## src/rtl/cpac_pkg.sv

```systemverilog
package cpac_pkg;
  localparam int NUM_CP     = 2;
  localparam int FLD_W      = 2;
  localparam int FLD_BASE   = 20;   // low coprocessor field LSB, high follows
  localparam int BIT_BANK   = 30;   // upper register bank disable
  localparam int BIT_SIMD   = 31;   // SIMD-only instruction disable

  localparam int VAR_NONE   = 0;
  localparam int VAR_FP     = 1;
  localparam int VAR_FPSIMD = 2;

  typedef enum logic [1:0] {
    PERM_DENY = 2'b00,
    PERM_PRIV = 2'b01,
    PERM_RSVD = 2'b10,
    PERM_ALL  = 2'b11
  } perm_e;
endpackage

```

## src/rtl/cpac_perm_field.sv

```systemverilog
module cpac_perm_field #(
  parameter bit PRESENT = 1'b1
) (
  input  logic       clk,
  input  logic       rst_n,
  input  logic       wr_ok,
  input  logic [1:0] wdata,
  output logic [1:0] perm_o
);
  generate
    if (PRESENT) begin : g_reg
      logic [1:0] perm_q, perm_d;
      always_comb begin
        perm_d = perm_q;
        if (wr_ok) perm_d = wdata;
      end
      always_ff @(posedge clk or negedge rst_n) begin
        if (!rst_n) perm_q <= 2'b00;
        else        perm_q <= perm_d;
      end
      assign perm_o = perm_q;
    end else begin : g_absent
      assign perm_o = 2'b00;
    end
  endgenerate
endmodule

```

## src/rtl/cpac_dis_bits.sv

```systemverilog
module cpac_dis_bits #(
  parameter int VARIANT = 2
) (
  input  logic       clk,
  input  logic       rst_n,
  input  logic       wr_ok,
  input  logic [1:0] wdata,   // [1] SIMD-only disable, [0] upper bank disable
  output logic [1:0] dis_o
);
  generate
    if (VARIANT == cpac_pkg::VAR_FPSIMD) begin : g_reg
      logic [1:0] dis_q, dis_d;
      always_comb begin
        dis_d = dis_q;
        if (wr_ok) dis_d = wdata;
      end
      always_ff @(posedge clk or negedge rst_n) begin
        if (!rst_n) dis_q <= 2'b00;
        else        dis_q <= dis_d;
      end
      assign dis_o = dis_q;
    end else if (VARIANT == cpac_pkg::VAR_FP) begin : g_fp
      assign dis_o = 2'b11;
    end else begin : g_none
      assign dis_o = 2'b00;
    end
  endgenerate
endmodule

```

## src/rtl/cpac_gate.sv

```systemverilog
module cpac_gate
  import cpac_pkg::*;
#(
  parameter int N = NUM_CP
) (
  input  logic [N-1:0][1:0] perm_i,
  input  logic [1:0]        dis_i,
  input  logic              valid_i,
  input  logic              priv_i,
  input  logic              simd_only_i,
  input  logic              high_bank_i,
  output logic              undef_o
);
  logic [N-1:0] allow;
  logic         perm_fail, bank_fail, simd_fail;

  generate
    for (genvar i = 0; i < N; i++) begin : g_allow
      always_comb begin
        unique case (perm_e'(perm_i[i]))
          PERM_ALL:  allow[i] = 1'b1;
          PERM_PRIV: allow[i] = priv_i;
          default:   allow[i] = 1'b0;   // deny and reserved
        endcase
      end
    end
  endgenerate

  always_comb begin
    perm_fail = ~&allow;
    bank_fail = dis_i[0] & high_bank_i;
    simd_fail = dis_i[1] & simd_only_i;
    undef_o   = valid_i & (perm_fail | bank_fail | simd_fail);
  end
endmodule

```

## src/rtl/cp_access_ctl.sv

```systemverilog
module cp_access_ctl
  import cpac_pkg::*;
#(
  parameter logic [NUM_CP-1:0] CP_PRESENT   = '1,
  parameter int                UNIT_VARIANT = VAR_FPSIMD
) (
  input  logic              clk,
  input  logic              rst_n,
  input  logic              cfg_wr_i,
  input  logic              cfg_rd_i,
  input  logic              cfg_priv_i,
  input  logic              cfg_nonsec_i,
  input  logic [31:0]       cfg_wdata_i,
  output logic [31:0]       cfg_rdata_o,
  input  logic [NUM_CP-1:0] ns_grant_i,
  input  logic              ins_valid_i,
  input  logic              ins_priv_i,
  input  logic              ins_simd_only_i,
  input  logic              ins_high_bank_i,
  output logic              ins_undef_o
);
  localparam int DW = 32;

  // reset: asserted asynchronously, released on the clock
  logic [1:0] rst_sync_q;
  logic       rst_q;
  always_ff @(posedge clk or negedge rst_n) begin
    if (!rst_n) rst_sync_q <= 2'b00;
    else        rst_sync_q <= {rst_sync_q[0], 1'b1};
  end
  assign rst_q = rst_sync_q[1];

  logic [NUM_CP-1:0][1:0] perm;
  logic [NUM_CP-1:0]      fld_wr;
  logic [NUM_CP-1:0][1:0] perm_vis;
  logic [1:0]             dis;
  logic                   dis_wr;
  logic                   rd_ok;

  generate
    for (genvar i = 0; i < NUM_CP; i++) begin : g_fld
      assign fld_wr[i] = cfg_wr_i & cfg_priv_i & (~cfg_nonsec_i | ns_grant_i[i]);
      assign perm_vis[i] = (~cfg_nonsec_i | ns_grant_i[i]) ? perm[i] : 2'b00;

      cpac_perm_field #(.PRESENT(CP_PRESENT[i])) u_fld (
        .clk    (clk),
        .rst_n  (rst_q),
        .wr_ok  (fld_wr[i]),
        .wdata  (cfg_wdata_i[FLD_BASE + FLD_W*i +: FLD_W]),
        .perm_o (perm[i])
      );

      if (CP_PRESENT[i]) begin : g_chk_present
        AST_PRIV_WR_STORES: assert property (@(posedge clk) disable iff (!rst_q)
          fld_wr[i] |=> perm[i] == $past(cfg_wdata_i[FLD_BASE + FLD_W*i +: FLD_W]));
      end else begin : g_chk_absent
        AST_ABSENT_READS_ZERO: assert property (@(posedge clk) disable iff (!rst_q)
          cfg_rd_i && cfg_priv_i |-> cfg_rdata_o[FLD_BASE + FLD_W*i +: FLD_W] == 2'b00);
      end

      AST_NS_WR_BLOCKED: assert property (@(posedge clk) disable iff (!rst_q)
        cfg_wr_i && cfg_nonsec_i && !ns_grant_i[i] |=> $stable(perm[i]));
    end
  endgenerate

  assign dis_wr = cfg_wr_i & cfg_priv_i;

  cpac_dis_bits #(.VARIANT(UNIT_VARIANT)) u_dis (
    .clk   (clk),
    .rst_n (rst_q),
    .wr_ok (dis_wr),
    .wdata ({cfg_wdata_i[BIT_SIMD], cfg_wdata_i[BIT_BANK]}),
    .dis_o (dis)
  );

  // read path
  assign rd_ok = cfg_rd_i & cfg_priv_i;
  always_comb begin
    cfg_rdata_o = '0;
    if (rd_ok) begin
      for (int i = 0; i < NUM_CP; i++)
        cfg_rdata_o[FLD_BASE + FLD_W*i +: FLD_W] = perm_vis[i];
      cfg_rdata_o[BIT_BANK] = dis[0];
      cfg_rdata_o[BIT_SIMD] = dis[1];
    end
  end

  cpac_gate #(.N(NUM_CP)) u_gate (
    .perm_i      (perm),
    .dis_i       (dis),
    .valid_i     (ins_valid_i),
    .priv_i      (ins_priv_i),
    .simd_only_i (ins_simd_only_i),
    .high_bank_i (ins_high_bank_i),
    .undef_o     (ins_undef_o)
  );

  AST_UNPRIV_WR_IGNORED: assert property (@(posedge clk) disable iff (!rst_q)
    cfg_wr_i && !cfg_priv_i |=> $stable(perm) && $stable(dis));
  AST_DENIED_UNDEF: assert property (@(posedge clk) disable iff (!rst_q)
    ins_valid_i && (perm[0] == 2'b00 || perm[1] == 2'b00) |-> ins_undef_o);
  AST_IDLE_NO_UNDEF: assert property (@(posedge clk) disable iff (!rst_q)
    !ins_valid_i |-> !ins_undef_o);
  AST_RSVD_BITS_ZERO: assert property (@(posedge clk) disable iff (!rst_q)
    cfg_rdata_o[29:24] == 6'd0 && cfg_rdata_o[19:0] == 20'd0);

  generate
    if (UNIT_VARIANT == VAR_FP) begin : g_chk_fp
      AST_FPONLY_DIS_SET: assert property (@(posedge clk) disable iff (!rst_q)
        cfg_rd_i && cfg_priv_i |-> cfg_rdata_o[31:30] == 2'b11);
    end
  endgenerate

  logic unused_ok;
  assign unused_ok = ^{DW};
endmodule

```

## config.mk

```make
export PLATFORM = sky130hd
export DESIGN_NAME = cp_access_ctl
export DESIGN_NICKNAME = d
export VERILOG_FILES = /design/src/rtl/cpac_pkg.sv /design/src/rtl/cpac_perm_field.sv /design/src/rtl/cpac_dis_bits.sv /design/src/rtl/cpac_gate.sv /design/src/rtl/cp_access_ctl.sv
export SDC_FILE = /design/constraint.sdc
export NUM_CORES = 1
export LEC_CHECK = 0
export CAP_MARGIN = 25
export CORE_MARGIN = 1.5
export CORE_UTILIZATION = 28
export CTS_BUF_LIST = sky130_fd_sc_hd__clkbuf_8
export DETAILED_ROUTE_END_ITERATION = 12
export PLACE_DENSITY = 0.85
export SLEW_MARGIN = 20
export SYNTH_ARGS = -nofsm -noshare
export SYNTH_HDL_FRONTEND = slang
export SYNTH_SLANG_ARGS = --single-unit
```

## constraint.sdc

```tcl
create_clock -name clk -period 2.2 [get_ports clk]
set_input_delay 0.33 -clock clk [delete_from_list [all_inputs] [get_ports clk]]
set_output_delay 0.33 -clock clk [all_outputs]
set_load 0.01 [all_outputs]
```

==> impl_summary.txt <==
----------------------------------------------------
[Global route]
  Largest net degree at the start of global routing ... 7
  Initial antenna violation count ... 0
  Remaining Overflow, GRT ... 0
  Global-route wire length before repair ... roughly 1700 µm
  Global routing usage summed across all routing layers ... 0.0951
  Vias in the first global route ... 398

[Setup path]
  Sort of element at the start of the critical path ... primary input
  Required time at the worst-slack endpoint ... 1.87 ns
  Type of destination of the critical path ... output pin
  WS Path Type ... primary input to output pin
  Arrival time of the worst setup path ... 1.80 ns
  Peak fanout along the critical path ... 4
  FF-to-FF setup slack ... roughly 1.4 ns

[Timing]
  # setup viols final ... 0
  Accumulated negative setup slack ... 0 ns
  Number of failing hold endpoints at the final stage ... 0
  Maximum achievable frequency ... between 400 and 500 MHz
  Crit share post-route ... 0.969
  Final worst clock skew ... 0.00132 ns
  Count of final max-slew check failures ... 0
  Setup repair after global routing missed its margin ... no
  Worst hold slack across all endpoints ... between 0.08 and 0.09 ns
  Minimum clock period ... between 2 and 2.5 ns

[Cells and area]
  Ratio of cells with drive above 1 in the final layout ... 0.115
  Layout net count ... 133
  P&R area growth vs syn ... 36.2%
  Multi-input combinational cell area ... approximately 290 µm²
  Filler cell count in the final layout ... 195
  Antenna cell count ... 0
  Storage element area ... between 200 and 250 µm²

[Synthesis]
  Synth top area cells ... dfrtp_1 (34%), buf_4 (33%), mux2_1 (7.6%), nor2b_4 (4.7%), and2_1 (4.2%)
  Synthesis warning total ... 0
  Number of distinct library cells after synthesis ... 14
  Number of flops mapped to enable cells by yosys ... 0
  Most numerous cell in the Yosys netlist ... buf_4
  Avg Synthesized Cell Area ... 9.70 µm²
  Cell count after synthesis ... between 60 and 70
  Most common library cells after synthesis ... buf_4 (26), dfrtp_1 (8), and2_1 (4), mux2_1 (4), a21oi_1 (3)
  Register bit total from synthesis ... 8
  Most used flip-flop cell after synthesis ... dfrtp_1
  Total standard cell area after synthesis ... roughly 600 µm²
  Share of the synthesized area in the top cell type ... 0.338
  Seq/Total Area, Yosys ... 0.338
  Post-synthesis cell type with the largest combined area ... dfrtp_1
  Async set or reset register ratio after synthesis ... 1.00

[Clock tree]
  Latest clock arrival within the worst-skew pair ... 0.22 ns
  CTS resizes ... 0
  Post-CTS setup-driven buffer insertion count ... 0
  Clock tree sinks ... 8
  Total CTS buffers ... 3
  CTS clock-pin slew for the worst setup and hold paths ... approximately 0.04 ns
  # hold bufs at CTS ... 0
  Maximum root-to-sink buffer count ... 2
  H-tree depth ... 1
  CTS tree ... built
  CTS Root Buffer Type ... clkbuf_8

[Route]
  DR pass1 iterations ... 2
  Met3 routed WL ... around 65 µm
  Residual antenna-violating net count after detailed routing ... 0
  Drt via density ... 3.63
  DRT iter0 DRCs ... 1
  Post-detailed-route wirelength per cell ... approximately 9 µm
  Wire length on met2 ... about 620 µm
  Number of vias after detailed routing ... 414
  Post-detailed-routing wire length ... 1060 µm
  Remaining design rule violation count ... 0
  Uppermost layer routed ... met4
  Total routed wire length on the met1 layer ... 345 µm

[Power]
  Power per cell area ... 580 nW/µm²
  Leakage power ... between 0.0003 and 0.0004 µW
  Peak VDD IR ... 0.435 mV

[Place]
  Number of I/O port buffers ... 24
  Post-detail-place hpwl ... around 900 µm
  Global placer's final weighted congestion ... ~0.66

[Floorplan]
  Core area ... 1980 µm²
  Overall die height ... 49.0 µm
  Die area ... around 2400 µm²
  Die outline width ... between 40 and 50 µm
  Number of ports placed on the die boundary ... just under 80
  Initial cell density of the core ... 0.299
  Cell row count ... 16

[Outcome]
  Outcome ... finished clean

[Job]
  Count of maximum capacitance violations ... 0

[Min path]
  Worst hold path class ... flop to asynchronous set/reset pin

----------------------------------------------------
## worst max-delay path, cell delays in order
cell and delay, ns:
clkdlybuf4s50_1 0.54, nand2_1 0.10, nor2_1 0.16, and2_1 0.14, clkdlybuf4s50_1 0.53
## per-stage QoR
stage	instances	area, µm²	util	total power [µW]	setup WS [ns]
floorplan	86	686	-	273	1.05
global placement	111	764	0.386	296	0.119
detailed placement	111	764	0.386	299	0.0785
CTS	114	806	0.407	476	0.0748
global route	114	806	0.407	493	0.0127
finish	114	806	0.407	468	0.0672
## cell type report
type / instances / area share
clock buffers: 3 / 0.0512
multi-input cells: 52 / 0.360
flip-flops and latches: 8 / 0.248
well taps: 27 / 0.0419
repair buffers: 24 / 0.298
## state kept, by name, indices dropped and copies added, names as in the netlist
register            flops
u_dis.dis_o             2
g_fld.u_fld.perm_o      4
rst_sync_q              2
## report_power, final
part           leakage, µW  internal, µW  switching, µW
registers        0.0000938           169           14.6
logic             0.000265          63.0           50.6
clock network    0.0000216           118           52.9
total             0.000380           350            118
## path summary, 6_finish.rpt
| path | startpoint | to | cells after the start |
|---|---|---|---|
| hold reg to reg | rst_sync_q[1]$_DFF_PN0_ | u_dis.dis_o[0]$_DFFE_PN0P_ | 0 |
| setup reg to reg | g_fld[0].u_fld.perm_o[1]$_DFFE_PN0P_ | g_fld[0].u_fld.perm_o[1]$_DFFE_PN0P_ | 1 |
| min in group clk | rst_sync_q[0]$_DFF_PN0_ | rst_sync_q[1]$_DFF_PN0_ | 0 |
| hold / removal | rst_sync_q[1]$_DFF_PN0_ | u_dis.dis_o[0]$_DFFE_PN0P_ | 0 |
| setup / recovery | cfg_priv_i | cfg_rdata_o[22] | 5 |
| max in group asynchronous | rst_n | rst_sync_q[0]$_DFF_PN0_ | 1 |
## routing by layer
layer / GRT usage / vias to the layer above
met5: 0 / -
met4: 0.0429 / 0
met3: 0.0215 / 2
met2: 0.199 / 26
met1: 0.0827 / 192
li1: - / 194
## cells by family (layout without fill, tap and decap cells)
kind of cell / count (synthesis) / count (layout) / synth area share
buf+inv: 26 / 27 / 0.330
mux: 6 / 6 / 0.114
compound gates: 4 / 4 / 0.0381
flops: 8 / 8 / 0.338
other cells: 2 / 27 / 0.0127
simple gates: 15 / 15 / 0.167
## placed cells by master, fill, tap and decap left out, drive strengths merged
cell / n
nor2: 4
nand2: 3
conb: 27
dfrtp: 8
mux2: 6
a21boi: 1
a21oi: 3
clkdlybuf4s50: 24
and3: 2
clkbuf: 3
and2: 4
nor2b: 2
Note: power is estimated with default switching activity, not from simulation.
